$ cat config.mk
export PLATFORM = sky130hd
export DESIGN_NAME = irq_flag_unit
export DESIGN_NICKNAME = d
export VERILOG_FILES = /design/src/rtl/irq_pkg.sv /design/src/rtl/irq_flag_regs.sv /design/src/rtl/irq_qualify.sv /design/src/rtl/irq_prio.sv /design/src/rtl/irq_flag_unit.sv
export SDC_FILE = /design/constraint.sdc
export NUM_CORES = 1
export LEC_CHECK = 0
export ABC_AREA = 0
export ABC_CLOCK_PERIOD_IN_PS = 4700
export BUFFER_PORTS_ARGS = -buffer_cell sky130_fd_sc_hd__buf_2
export CORE_MARGIN = 2
export CORE_UTILIZATION = 40
export CTS_CLUSTER_DIAMETER = 40
export CTS_CLUSTER_SIZE = 25
export DETAILED_ROUTE_END_ITERATION = 10
export PLACE_DENSITY = 0.69
export SETUP_SLACK_MARGIN = 0.4
export SLEW_MARGIN = 30
export SYNTH_ARGS = -nofsm -noshare
export SYNTH_HDL_FRONTEND = slang
export SYNTH_SLANG_ARGS = --single-unit
export TNS_END_PERCENT = 1
$ cat constraint.sdc
create_clock -name clk_i -period 4.7 [get_ports clk_i]
set_input_delay 0 -clock clk_i [delete_from_list [all_inputs] [get_ports clk_i]]
set_output_delay 0 -clock clk_i [all_outputs]
set_load 0.005 [all_outputs]
$ cat src/rtl/irq_pkg.sv
package irq_pkg;
  typedef enum logic [1:0] {
    ACK_HW   = 2'd0,
    ACK_SWI  = 2'd1,
    ACK_TRAP = 2'd2
  } ack_type_e;

  typedef enum logic [1:0] {
    OP_LOAD = 2'd0,
    OP_OR   = 2'd1,
    OP_AND  = 2'd2
  } wr_op_e;

  typedef enum logic [1:0] {
    SEL_FLAG = 2'd0,
    SEL_IEN  = 2'd1,
    SEL_DBG  = 2'd2,
    SEL_MASK = 2'd3
  } reg_sel_e;
endpackage

$ cat src/rtl/irq_flag_regs.sv
module irq_flag_regs
  import irq_pkg::*;
#(
  parameter int N_LINES = 16,
  localparam int IDX_W = $clog2(N_LINES)
) (
  input  logic               clk_i,
  input  logic               rst_ni,
  input  logic [N_LINES-1:0] hw_req_i,
  input  logic               wr_en_i,
  input  logic [1:0]         wr_op_i,
  input  logic [1:0]         reg_sel_i,
  input  logic [N_LINES-1:0] wr_data_i,
  input  logic               ack_i,
  input  logic [1:0]         ack_type_i,
  input  logic [IDX_W-1:0]   ack_idx_i,
  output logic [N_LINES-1:0] flags_o,
  output logic [N_LINES-1:0] ien_o,
  output logic [N_LINES-1:0] dbg_o,
  output logic               mask_o
);
  localparam logic [N_LINES-1:0] ONE = {{(N_LINES-1){1'b0}}, 1'b1};

  logic [N_LINES-1:0] flags_q, ien_q, dbg_q;
  logic [N_LINES-1:0] flags_d, ien_d, dbg_d;
  logic               mask_q, mask_d;
  logic [N_LINES-1:0] ack_bit, ack_clr;

  function automatic logic [N_LINES-1:0] apply_op(
    input logic [1:0] op, input logic [N_LINES-1:0] cur, input logic [N_LINES-1:0] data);
    case (op)
      OP_OR:   apply_op = cur | data;
      OP_AND:  apply_op = cur & data;
      OP_LOAD: apply_op = data;
      default: apply_op = cur;
    endcase
  endfunction

  assign ack_bit = ONE << ack_idx_i;
  assign ack_clr = (ack_i && (ack_type_i == ACK_HW || ack_type_i == ACK_SWI)) ? ack_bit : '0;

  always_comb begin
    flags_d = flags_q & ~ack_clr;
    ien_d   = ien_q;
    dbg_d   = dbg_q;
    mask_d  = mask_q;
    if (wr_en_i) begin
      case (reg_sel_i)
        SEL_FLAG: flags_d = apply_op(wr_op_i, flags_d, wr_data_i);
        SEL_IEN:  ien_d   = apply_op(wr_op_i, ien_q, wr_data_i);
        SEL_DBG:  dbg_d   = apply_op(wr_op_i, dbg_q, wr_data_i);
        default: begin
          case (wr_op_i)
            OP_OR:   mask_d = mask_q | wr_data_i[0];
            OP_AND:  mask_d = mask_q & wr_data_i[0];
            OP_LOAD: mask_d = wr_data_i[0];
            default: mask_d = mask_q;
          endcase
        end
      endcase
    end
    // new requests override any clear in the same cycle
    flags_d = flags_d | hw_req_i;
  end

  always_ff @(posedge clk_i or negedge rst_ni) begin
    if (!rst_ni) begin
      flags_q <= '0;
      ien_q   <= '0;
      dbg_q   <= '0;
      mask_q  <= 1'b1;
    end else begin
      flags_q <= flags_d;
      ien_q   <= ien_d;
      dbg_q   <= dbg_d;
      mask_q  <= mask_d;
    end
  end

  assign flags_o = flags_q;
  assign ien_o   = ien_q;
  assign dbg_o   = dbg_q;
  assign mask_o  = mask_q;

  assert_req_sets_R2: assert property (@(posedge clk_i) disable iff (!rst_ni)
    (|hw_req_i) |=> ((flags_q & $past(hw_req_i)) == $past(hw_req_i)));

  assert_set_wins_R4: assert property (@(posedge clk_i) disable iff (!rst_ni)
    (ack_i && (|(hw_req_i & ack_bit))) |=> ((flags_q & $past(ack_bit)) != '0));

  assert_ack_clears_R8: assert property (@(posedge clk_i) disable iff (!rst_ni)
    (ack_i && ack_type_i != ACK_TRAP && !wr_en_i && !(|(hw_req_i & ack_bit)))
    |=> ((flags_q & $past(ack_bit)) == '0));

  assert_trap_keeps_R9: assert property (@(posedge clk_i) disable iff (!rst_ni)
    (ack_i && ack_type_i == ACK_TRAP && !wr_en_i && (|(flags_q & ack_bit)))
    |=> ((flags_q & $past(ack_bit)) != '0));
endmodule

$ cat src/rtl/irq_qualify.sv
module irq_qualify #(
  parameter int N_LINES = 16
) (
  input  logic [N_LINES-1:0] flags_i,
  input  logic [N_LINES-1:0] ien_i,
  input  logic [N_LINES-1:0] dbg_i,
  input  logic               mask_i,
  input  logic               rt_halt_i,
  output logic [N_LINES-1:0] allowed_o
);
  logic [N_LINES-1:0] gate;

  for (genvar i = 0; i < N_LINES; i++) begin : g_line
    // halted real-time mode swaps the global mask for the per-line debug enable
    assign gate[i]      = rt_halt_i ? dbg_i[i] : ~mask_i;
    assign allowed_o[i] = flags_i[i] & ien_i[i] & gate[i];
  end
endmodule

$ cat src/rtl/irq_prio.sv
module irq_prio #(
  parameter int N_LINES = 16,
  localparam int IDX_W = $clog2(N_LINES)
) (
  input  logic [N_LINES-1:0] allowed_i,
  output logic               valid_o,
  output logic [IDX_W-1:0]   idx_o
);
  always_comb begin
    idx_o = '0;
    for (int i = N_LINES - 1; i >= 0; i--) begin
      if (allowed_i[i]) idx_o = IDX_W'(i);
    end
  end

  assign valid_o = |allowed_i;
endmodule

$ cat src/rtl/irq_flag_unit.sv
module irq_flag_unit
  import irq_pkg::*;
#(
  parameter int N_LINES = 16,
  localparam int IDX_W = $clog2(N_LINES)
) (
  input  logic               clk_i,
  input  logic               rst_ni,
  input  logic [N_LINES-1:0] hw_req_i,
  input  logic               rt_halt_i,
  input  logic               wr_en_i,
  input  logic [1:0]         wr_op_i,
  input  logic [1:0]         reg_sel_i,
  input  logic [N_LINES-1:0] wr_data_i,
  output logic [N_LINES-1:0] rd_data_o,
  input  logic               ack_i,
  input  logic [1:0]         ack_type_i,
  input  logic [IDX_W-1:0]   ack_idx_i,
  output logic               irq_o,
  output logic [IDX_W-1:0]   irq_idx_o
);
  logic [N_LINES-1:0] flags, ien, dbg, allowed;
  logic               mask;

  irq_flag_regs #(.N_LINES(N_LINES)) u_regs (
    .clk_i      (clk_i),
    .rst_ni     (rst_ni),
    .hw_req_i   (hw_req_i),
    .wr_en_i    (wr_en_i),
    .wr_op_i    (wr_op_i),
    .reg_sel_i  (reg_sel_i),
    .wr_data_i  (wr_data_i),
    .ack_i      (ack_i),
    .ack_type_i (ack_type_i),
    .ack_idx_i  (ack_idx_i),
    .flags_o    (flags),
    .ien_o      (ien),
    .dbg_o      (dbg),
    .mask_o     (mask)
  );

  irq_qualify #(.N_LINES(N_LINES)) u_qual (
    .flags_i   (flags),
    .ien_i     (ien),
    .dbg_i     (dbg),
    .mask_i    (mask),
    .rt_halt_i (rt_halt_i),
    .allowed_o (allowed)
  );

  irq_prio #(.N_LINES(N_LINES)) u_prio (
    .allowed_i (allowed),
    .valid_o   (irq_o),
    .idx_o     (irq_idx_o)
  );

  always_comb begin
    case (reg_sel_i)
      SEL_FLAG: rd_data_o = flags;
      SEL_IEN:  rd_data_o = ien;
      SEL_DBG:  rd_data_o = dbg;
      default:  rd_data_o = {{(N_LINES-1){1'b0}}, mask};
    endcase
  end

  assert_mask_blocks_R5: assert property (@(posedge clk_i) disable iff (!rst_ni)
    (irq_o && !rt_halt_i) |-> (!mask && ien[irq_idx_o] && flags[irq_idx_o]));

  assert_dbg_gate_R6: assert property (@(posedge clk_i) disable iff (!rst_ni)
    (irq_o && rt_halt_i) |-> (dbg[irq_idx_o] && ien[irq_idx_o] && flags[irq_idx_o]));

  assert_lowest_wins_R7: assert property (@(posedge clk_i) disable iff (!rst_ni)
    irq_o |-> ((allowed & ((N_LINES'(1) << irq_idx_o) - N_LINES'(1))) == '0));

  assert_idle_idx_R10: assert property (@(posedge clk_i) disable iff (!rst_ni)
    !irq_o |-> (irq_idx_o == '0));
endmodule

== Word level (Yosys, flattened, before mapping) ==
Cells that the tools add are included.

* Equal/unequal tests: 5
* Shift-type cells: 1
* Mux-type cells: 40
* Bitwise logic cells: 45
* Reductions and logical operators: 11

{| class="wikitable"
|+ Operators with widths
! operator !! count
|-
| one-hot mux 16 bit (3 select lines) || 4
|-
| bitwise AND 16 bit || 4
|-
| two-way mux 4 bit || 16
|-
| OR 16 bit || 4
|-
| two-way mux 16 bit || 3
|-
| bitwise AND 1 bit || 33
|-
| two-way mux 1 bit || 16
|-
| NOT 16 bit || 1
|-
| OR reduction 16 bit || 1
|-
| << shifter 1 x 4 -> 16 bit (first input constant) || 1
|-
| AND reduction 3 bit || 3
|-
| == test 2 x 1 -> 1 bit (second input constant) || 3
|-
| zero test 2 bit || 3
|-
| == test 2 bit (second input constant) || 2
|-
| one-hot mux 1 bit (3 select lines) || 1
|-
| nonzero test 3 bit || 1
|-
| OR reduction 3 bit || 1
|-
| NOT 1 bit || 2
|-
| logical AND 1 bit || 1
|-
| logical OR 1 bit || 1
|-
| OR 1 bit || 1
|}

* Bits in registers: 49
* Logic and storage cells: 106

== Depth between registers and ports, before layout ==
Gate-level depths: netlist of the first run.

* Word-level depth: 19
* Depth in mapped cells: 6
* Mapped depth without buffers: 5

== Modules after synthesis ==
A second synthesis of the first run with hierarchy kept.

* Cells, all modules: 348
* Area total of the unflattened synthesis: 3083.0 sq um

{| class="wikitable"
|+ Modules (own cells, without submodules)
! module !! instances !! cells an instance !! area each (sq um)
|-
| irq_flag_regs || 1 || 223 || 2124.5
|-
| irq_flag_unit || 1 || 38 || 454.2
|-
| irq_qualify || 1 || 53 || 327.8
|-
| irq_prio || 1 || 34 || 176.4
|}

== Worst setup path after synthesis of the first run ==
No wires, ideal clock.

* Kind: register to output
* Start: register u_regs.mask_q (netlist: u_regs.mask_o)
* End: output irq_idx_o[1]
* Data arrival time: 1550 ps
* Required time: 4700 ps
* Path slack: 3150 ps
* Stages on the path, launching flop included: 7
* Buffers on the path: 1
* Path through: dfstp_2 -> nand2b_2 -> buf_6 -> o2111ai_4 -> o2111ai_1 -> a311o_1 -> a211oi_2

* Longest elaborated chain between the ends: 19
* Elaborated cells on any way between the ends: 49

{| class="wikitable"
|+ Ends and longest elaborated chain
! what !! line !! text
|-
| from (decl) || irq_flag_regs.sv:26 || <nowiki>logic mask_q, mask_d;</nowiki>
|-
| from (signal assigned) || irq_flag_regs.sv:76 || <nowiki>mask_q <= mask_d;</nowiki>
|-
| NOT 1 bit (*) || irq_qualify.sv:15 || <nowiki>assign gate[i] = rt_halt_i ? dbg_i[i] : ~mask_i;</nowiki>
|-
| two-way mux 1 bit || irq_qualify.sv:15 ||
|-
| bitwise AND 1 bit || irq_qualify.sv:16 || <nowiki>assign allowed_o[i] = flags_i[i] & ien_i[i] & gate[i];</nowiki>
|-
| two-way mux 4 bit (15 in series) || irq_prio.sv:12 || <nowiki>if (allowed_i[i]) idx_o = IDX_W'(i);</nowiki>
|-
| two-way mux 4 bit (*) || irq_prio.sv:12 ||
|-
| to (decl) || irq_flag_unit.sv:20 || <nowiki>output logic [IDX_W-1:0] irq_idx_o</nowiki>
|}

Every way passes the cells marked *; elsewhere a longest branch is shown, timed or not.

== Worst setup path in the final report of the first run ==
* Start: register u_regs.mask_q (netlist: u_regs.mask_o)
* End: output irq_idx_o[3]

The elaborated chain is that of the path after synthesis.

==> impl_metrics.toml, run 1 <==
[global_routing]
grt_start_max_net_pins = 50
track_usage = 0.2282
grt_overflow = 0
grt_pass1_vias = 2944
antenna_found_initial = 0
grt_pass1_wl_um = 14880

[synth]
synth_area_leader_cell = "dfrtp_1"
avgSynthCellArea_um2 = 8.762
ys_warn_count = 0
synth-compound-area-share = 0.2814
synth.cell_area_mm2 = 0.003014
synth_edf_count = 0
synth_commonest_cells = "nor2_1 (66), dfrtp_1 (48), o21ai_0 (35), a21oi_1 (33), nand2_1 (23)"
synthArstFlopShare = 1.000
netlist.area_leader.share = 0.3985
ys.flop_type = "dfrtp_1"
yosys-mux-area-fraction = 0.05729
synth_top_family_by_area = "compound AO/OA/AOI/OAI gates"
yosys.area_share.simple = 0.2271
synth_seq_cells = 49
syn-num-nets = 391
synthCells = 344
yosys.area_share.adder = 0
synthTopCellsByArea = "dfrtp_1 (40%), nor2_1 (8.2%), o21ai_0 (5.8%)"
synth_xor_area_frac = 0
synth.most_common_cell = "nor2_1"
ys_seq_area_frac = 0.4072
synthDistinctLibCells = 49

[floorplanning]
core_mm2 = 0.007292
io_pins = 68
initial_core_util = 0.4133
die_y_um = 90.81
num_rows = 31
die_x_um = 90.81
die_area_mm2 = 0.008246

[setup_path]
cp.required_ns = 4.70
crit_path_start = "u_regs.mask_o$_DFFE_PN1P_"
crit_path_max_fanout = 13
crit_slowest_cell = "dfstp_2"
r2r_start = "u_regs.flags_o[14]$_DFF_PN0_"
r2r_cells = 5
worstSetupPathType = "reg -> out"
end_kind = "primary output"
cp_cell_sequence = "nand2b_2 -> o2111a_1 -> and2b_1 -> nor3b_1 -> nor3b_2 -> buf_2"
critPathArrivalTime_ns = 2.35
cp-start-kind = "flop"
worst_path_largest_cell_delay_ns = 0.59

[cts]
clk_latency_ns = 0.30
htreeDepth = 2
ctsResizeCount = 0
cts_root_buf = "clkbuf_8"
cts.path.max_buffers = 2
postCtsSetupBuffers = 0
cts_buffers = 5
cts.sinks = 49
cts_tree = "built"
path_clk_slew_ns = 0.09

[sta]
finalSetupViolations = 0
relSlewSlack = 0.4404
max_freq_ghz = 0.4261
finalMaxSlewViolations = 0
setup_tns_ns = 0
finalHoldViolCount = 0
rsz0062_at_grt = "no"
setup_slack_ns = 2.353
worst_pin_slew_ns = 0.8385
finClkSkew_ns = 0
min_period_ns = 2.347
period_share = 0.4994

[routing]
vias = 2951
ant_nets = 0
drc = 0
dr.pass1.iters = 4
finalWirelength_um = 9135
highest_layer = "met4"
dr_wl_met3_um = 586
drt_iter0_drc = 251
wl_met1_um = 3820
viasPerCell = 5.445
wl_per_cell_um = 16.85
wl_met2_um = 4554

[power_and_ir_drop]
irDropWorstVdd_mv = 0.1144
p_per_area_mw_per_mm2 = 284.1
p_leak_nw = 1.720

[cells_and_area]
drive_gt1_frac = 0.2077
areaGrowthSynthToFinish_pct = 29.18
antenna_cells = 0
nNetsFinal = 489

[min_path]
whs_path_depth = 3
holdCritStartpoint = "wr_data_i[15]"
hold_class = "in -> reg"

[place]
dp_hpwl_um = 6059
port_buffers = 66
place_ws_ns = 2.694
gp_congestion = 0.8916

[outcome]
outcome = "finished clean"

[run]
drv_cap = 0
routing by layer:
layer  vias to the layer above  global-route usage
met2                       109              0.3887
li1                       1437                   -
met5                         -                   0
met4                         0             0.09217
met1                      1392              0.2887
met3                        13             0.03756
power breakdown:
group / switching [mW] / leakage, nW / internal (mW) / total [mW]
Sequential: 0.0435 / 0.567 / 0.471 / 0.514
Combinational: 0.165 / 1.10 / 0.153 / 0.318
Clock: 0.141 / 0.0542 / 0.133 / 0.274
kinds of logic after synthesis:
| group | Yosys count |
|---|---|
| simple gates | 136 |
| mux | 16 |
| buf+inv | 16 |
| flops | 49 |
| compound gates | 127 |
critical path, delay by kind of cell (launching register included):
| kind | cells | cell delay (ns) |
|---|---|---|
| and+or+nand+nor | 4 | 1.04 |
| DFF | 1 | 0.59 |
| AOI/OAI and AO/OA | 1 | 0.27 |
| buffers and inverters | 1 | 0.14 |
registers in the layout, indices dropped and copies added, names as in the netlist:
signal	flops
u_regs.dbg_o	16
u_regs.flags_o	16
u_regs.ien_o	16
u_regs.mask_o	1
area by class of cell:
| cell class | count | area, um^2 |
|---|---|---|
| fillers | 693 | 3398 |
| multi-input cells | 279 | 1723 |
| flip-flops and latches | 49 | 1227 |
| repair buffers | 105 | 710.7 |
| well taps | 99 | 123.9 |
| clock buffers | 7 | 96.34 |
| inverters | 2 | 7.507 |
| clock inverters | 1 | 5.005 |
per-stage QoR:
| step | power (mW) | hold WS, ns | cells | util | cell area (um^2) |
|---|---|---|---|---|---|
| 2_1_floorplan | 0.6955 | -0.2956 | 344 | - | 3014 |
| 3_3_place_gp | 0.8041 | 0.1495 | 499 | 0.4703 | 3430 |
| 3_5_place_dp | 0.8143 | 0.1535 | 499 | 0.4720 | 3442 |
| 4_1_cts | 1.112 | 0.001065 | 542 | 0.5340 | 3894 |
| 5_1_grt | 1.172 | 0.01497 | 542 | 0.5340 | 3894 |
| 6_report | 1.106 | 0.001441 | 542 | 0.5340 | 3894 |
final timing paths:
| path | to | slack, ns |
|---|---|---|
| setup / recovery | irq_idx_o[3] | 2.35 |
| hold / removal | u_regs.ien_o[15]$_DFFE_PN0P_ | 0.001 |
| setup reg to reg | u_regs.flags_o[14]$_DFF_PN0_ | 3.18 |
| hold reg to reg | u_regs.ien_o[9]$_DFFE_PN0P_ | 0.52 |
| max in group asynchronous | u_regs.ien_o[7]$_DFFE_PN0P_ | 3.94 |
| min in group asynchronous | u_regs.flags_o[1]$_DFF_PN0_ | 0.33 |
what timing repair did:
action | CTS | global route
hold buffers | 35 | 0
endpoints found under the hold margin | 94 | 0
setup endpoints to repair | 0 | 0
cell usage in the layout (no fill, tap or decap), drive strengths merged, types with 2 or more instances in the layout:
cell type	count
o211a	2
a21o	16
and2b	2
nor3b	6
dfrtp	48
buf	70
o21ai	35
or2	2
nand4bb	2
clkbuf	7
o2111a	5
a21oi	33
dlygate4sd3	35
nor2b	5
inv	2
nor2	66
o21a	2
mux2i	15
nand2b	20
nand2	23
o21bai	16
o211ai	3
o2111ai	6
(Power assumes the default switching activity.)
==> inputs of run 2 (changes only) <==
Settings changed: ABC_CLOCK_PERIOD_IN_PS 4700 to 2100, PLACE_DENSITY 0.69 to 0.71.
Clock period 4.7 ns to 2.1 ns, I/O delays scaled along.
==> run 2 against run 1 <==
Effect of this change: combinational power rose by 140%; via count rose by 2.7%; global-route usage rose by 0.39 points; first-iteration DRC count fell by 39%; sequential power rose by 130%; count of clock-buffer cells in the layout fell by 1; core utilization rose by 2.7 points; sequential share of layout area fell by 1.5 points; worst setup slack got worse by 2.3 ns; design area rose by 5.0%; register-to-register slack got worse by 2.6 ns; critical path type unchanged; critical endpoint is now irq_idx_o[1]; highest routed layer unchanged.
==> impl_metrics.toml, run 2 (same netlist as run 1, synthesis figures left out) <==
[outcome]
outcome = "finished clean"

[floorplanning]
io_pins = 68
initial_core_util = 0.4133
die_y_um = 90.81
die_area_mm2 = 0.008246
num_rows = 31
core_mm2 = 0.007292
die_x_um = 90.81

[routing]
vias = 3031
drc = 0
wl_per_cell_um = 16.79
ant_nets = 0
viasPerCell = 5.432
dr.pass1.iters = 4
finalWirelength_um = 9371
drt_iter0_drc = 152

[power_and_ir_drop]
irDropWorstVdd_mv = 0.3339
p_leak_nw = 1.809
p_per_area_mw_per_mm2 = 645.1

[setup_path]
crit_path_start = "u_regs.mask_o$_DFFE_PN1P_"
cp.required_ns = 2.10
worstSetupPathType = "reg -> out"
r2r_start = "u_regs.flags_o[14]$_DFF_PN0_"
end_kind = "primary output"
critPathArrivalTime_ns = 2.07
cp-start-kind = "flop"
crit_path_max_fanout = 6
reg2reg_slack_ns = 0.56

[place]
gp_congestion = 0.8378
dp_hpwl_um = 6484
place_ws_ns = 0.1726
port_buffers = 66
dp_cells = 507

[sta]
finClkSkew_ns = 0
min_period_ns = 2.072
period_share = 0.9868
finalHoldViolCount = 0
setup_slack_ns = 0.02771
finalMaxSlewViolations = 0
max_freq_ghz = 0.4826
rsz0062_at_grt = "yes"
relSlewSlack = 0.5160
worst_pin_slew_ns = 0.7242
finalSetupViolations = 0

[cts]
clk_latency_ns = 0.30
path_clk_slew_ns = 0.10
cts_buffers = 5
cts.sinks = 49
cts_root_buf = "clkbuf_8"
cts_tree = "built"
htreeDepth = 2
cts.path.max_buffers = 2

[cells_and_area]
areaGrowthSynthToFinish_pct = 35.62
final_common_cell = "buf_2"
nNetsFinal = 505
finalNonFillerCells = 558
drive_gt1_frac = 0.2505
layout_common_cells = "buf_2 (66), nor2_1 (65), dfrtp_1 (48)"
fill_cells = 689
antenna_cells = 0

[global_routing]
grt_pass1_wl_um = 15330
grt_pass1_vias = 3059
grt_use_met3 = 0.04174
grt.busiest_layer = "met2"
track_usage = 0.2321
grt_start_max_net_pins = 50
grt_use_met1 = 0.2987
grt.met2_usage = 0.4005
grt_overflow = 0
antenna_found_initial = 0

[min_path]
hold_class = "in -> async"

[run]
drv_cap = 0
==> run 2: changes by cell type in the layout (fill, tap and decap cells not counted), sizes merged <==
cell and delta:
buf +14, bufinv +1, clkbuf -1, clkinv -1, clkinvlp +1, dlygate4sd3 +1
nand2b +1
==> run 2: power by group <==
| group | internal [mW] | total, mW | switching, mW |
|---|---|---|---|
| clock | 0.388 | 0.717 | 0.330 |
| combinational | 0.380 | 0.763 | 0.382 |
| sequential | 1.05 | 1.16 | 0.103 |
==> run 2: stage by stage <==
stage,power (mW),TNS [ns],cell area [um^2],util,hold slack [ns]
after floorplan,1.557,0,3014,-,-0.2956
after global placement,1.821,0,3497,0.4796,0.01314
after detailed placement,1.837,0,3497,0.4796,0.01028
after CTS,2.631,0,4056,0.5563,0.2194
after global routing,2.785,-0.02894,4088,0.5606,0.2413
final,2.637,0,4088,0.5606,0.2127
==> run 2: critical path, stage by stage (launching register included) <==
cell	delay, ns
dfstp_2	0.60
buf_4	0.15
and2b_2	0.21
a2111oi_2	0.07
a311o_1	0.30
a211oi_2	0.28
buf_2	0.16
==> run 2: layer usage <==
| layer | wire [um] | vias to the layer above |
|---|---|---|
| met2 | 4619 | 111 |
| met3 | 575 | 12 |
| met1 | 4031 | 1435 |
| li1 | - | 1473 |
| met5 | 0 | - |
| met4 | 144 | 0 |
==> run 2: worst paths after layout <==
check	to	depth (start not counted)
min in group clk_i	u_regs.flags_o[11]$_DFF_PN0_	4
worst min-delay path	u_regs.flags_o[8]$_DFF_PN0_	3
max in group asynchronous	u_regs.mask_o$_DFFE_PN1P_	3
worst max-delay path	irq_idx_o[1]	6
worst min register to register	u_regs.dbg_o[14]$_DFFE_PN0P_	2
worst max register to register	u_regs.flags_o[14]$_DFF_PN0_	5
==> run 2: what timing repair did <==
action	CTS	global route
setup buffers	6	0
hold endpoints to repair	98	0
gates resized for setup	6	6
cloned	1	0
hold buffers	36	0
pin swaps	5	4
endpoints found under the setup margin	5	5
==> run 2: cell type report <==
| class | count | area (um^2) | share of cell area |
|---|---|---|---|
| clock inverters | 2 | 37.54 | 0.009183 |
| flip-flops and latches | 49 | 1227 | 0.3003 |
| inverters | 2 | 7.507 | 0.001837 |
| clock buffers | 6 | 82.58 | 0.02020 |
| multi-input cells | 280 | 1770 | 0.4331 |
| repair buffers | 120 | 838.3 | 0.2051 |
| well taps | 99 | 123.9 | 0.03030 |
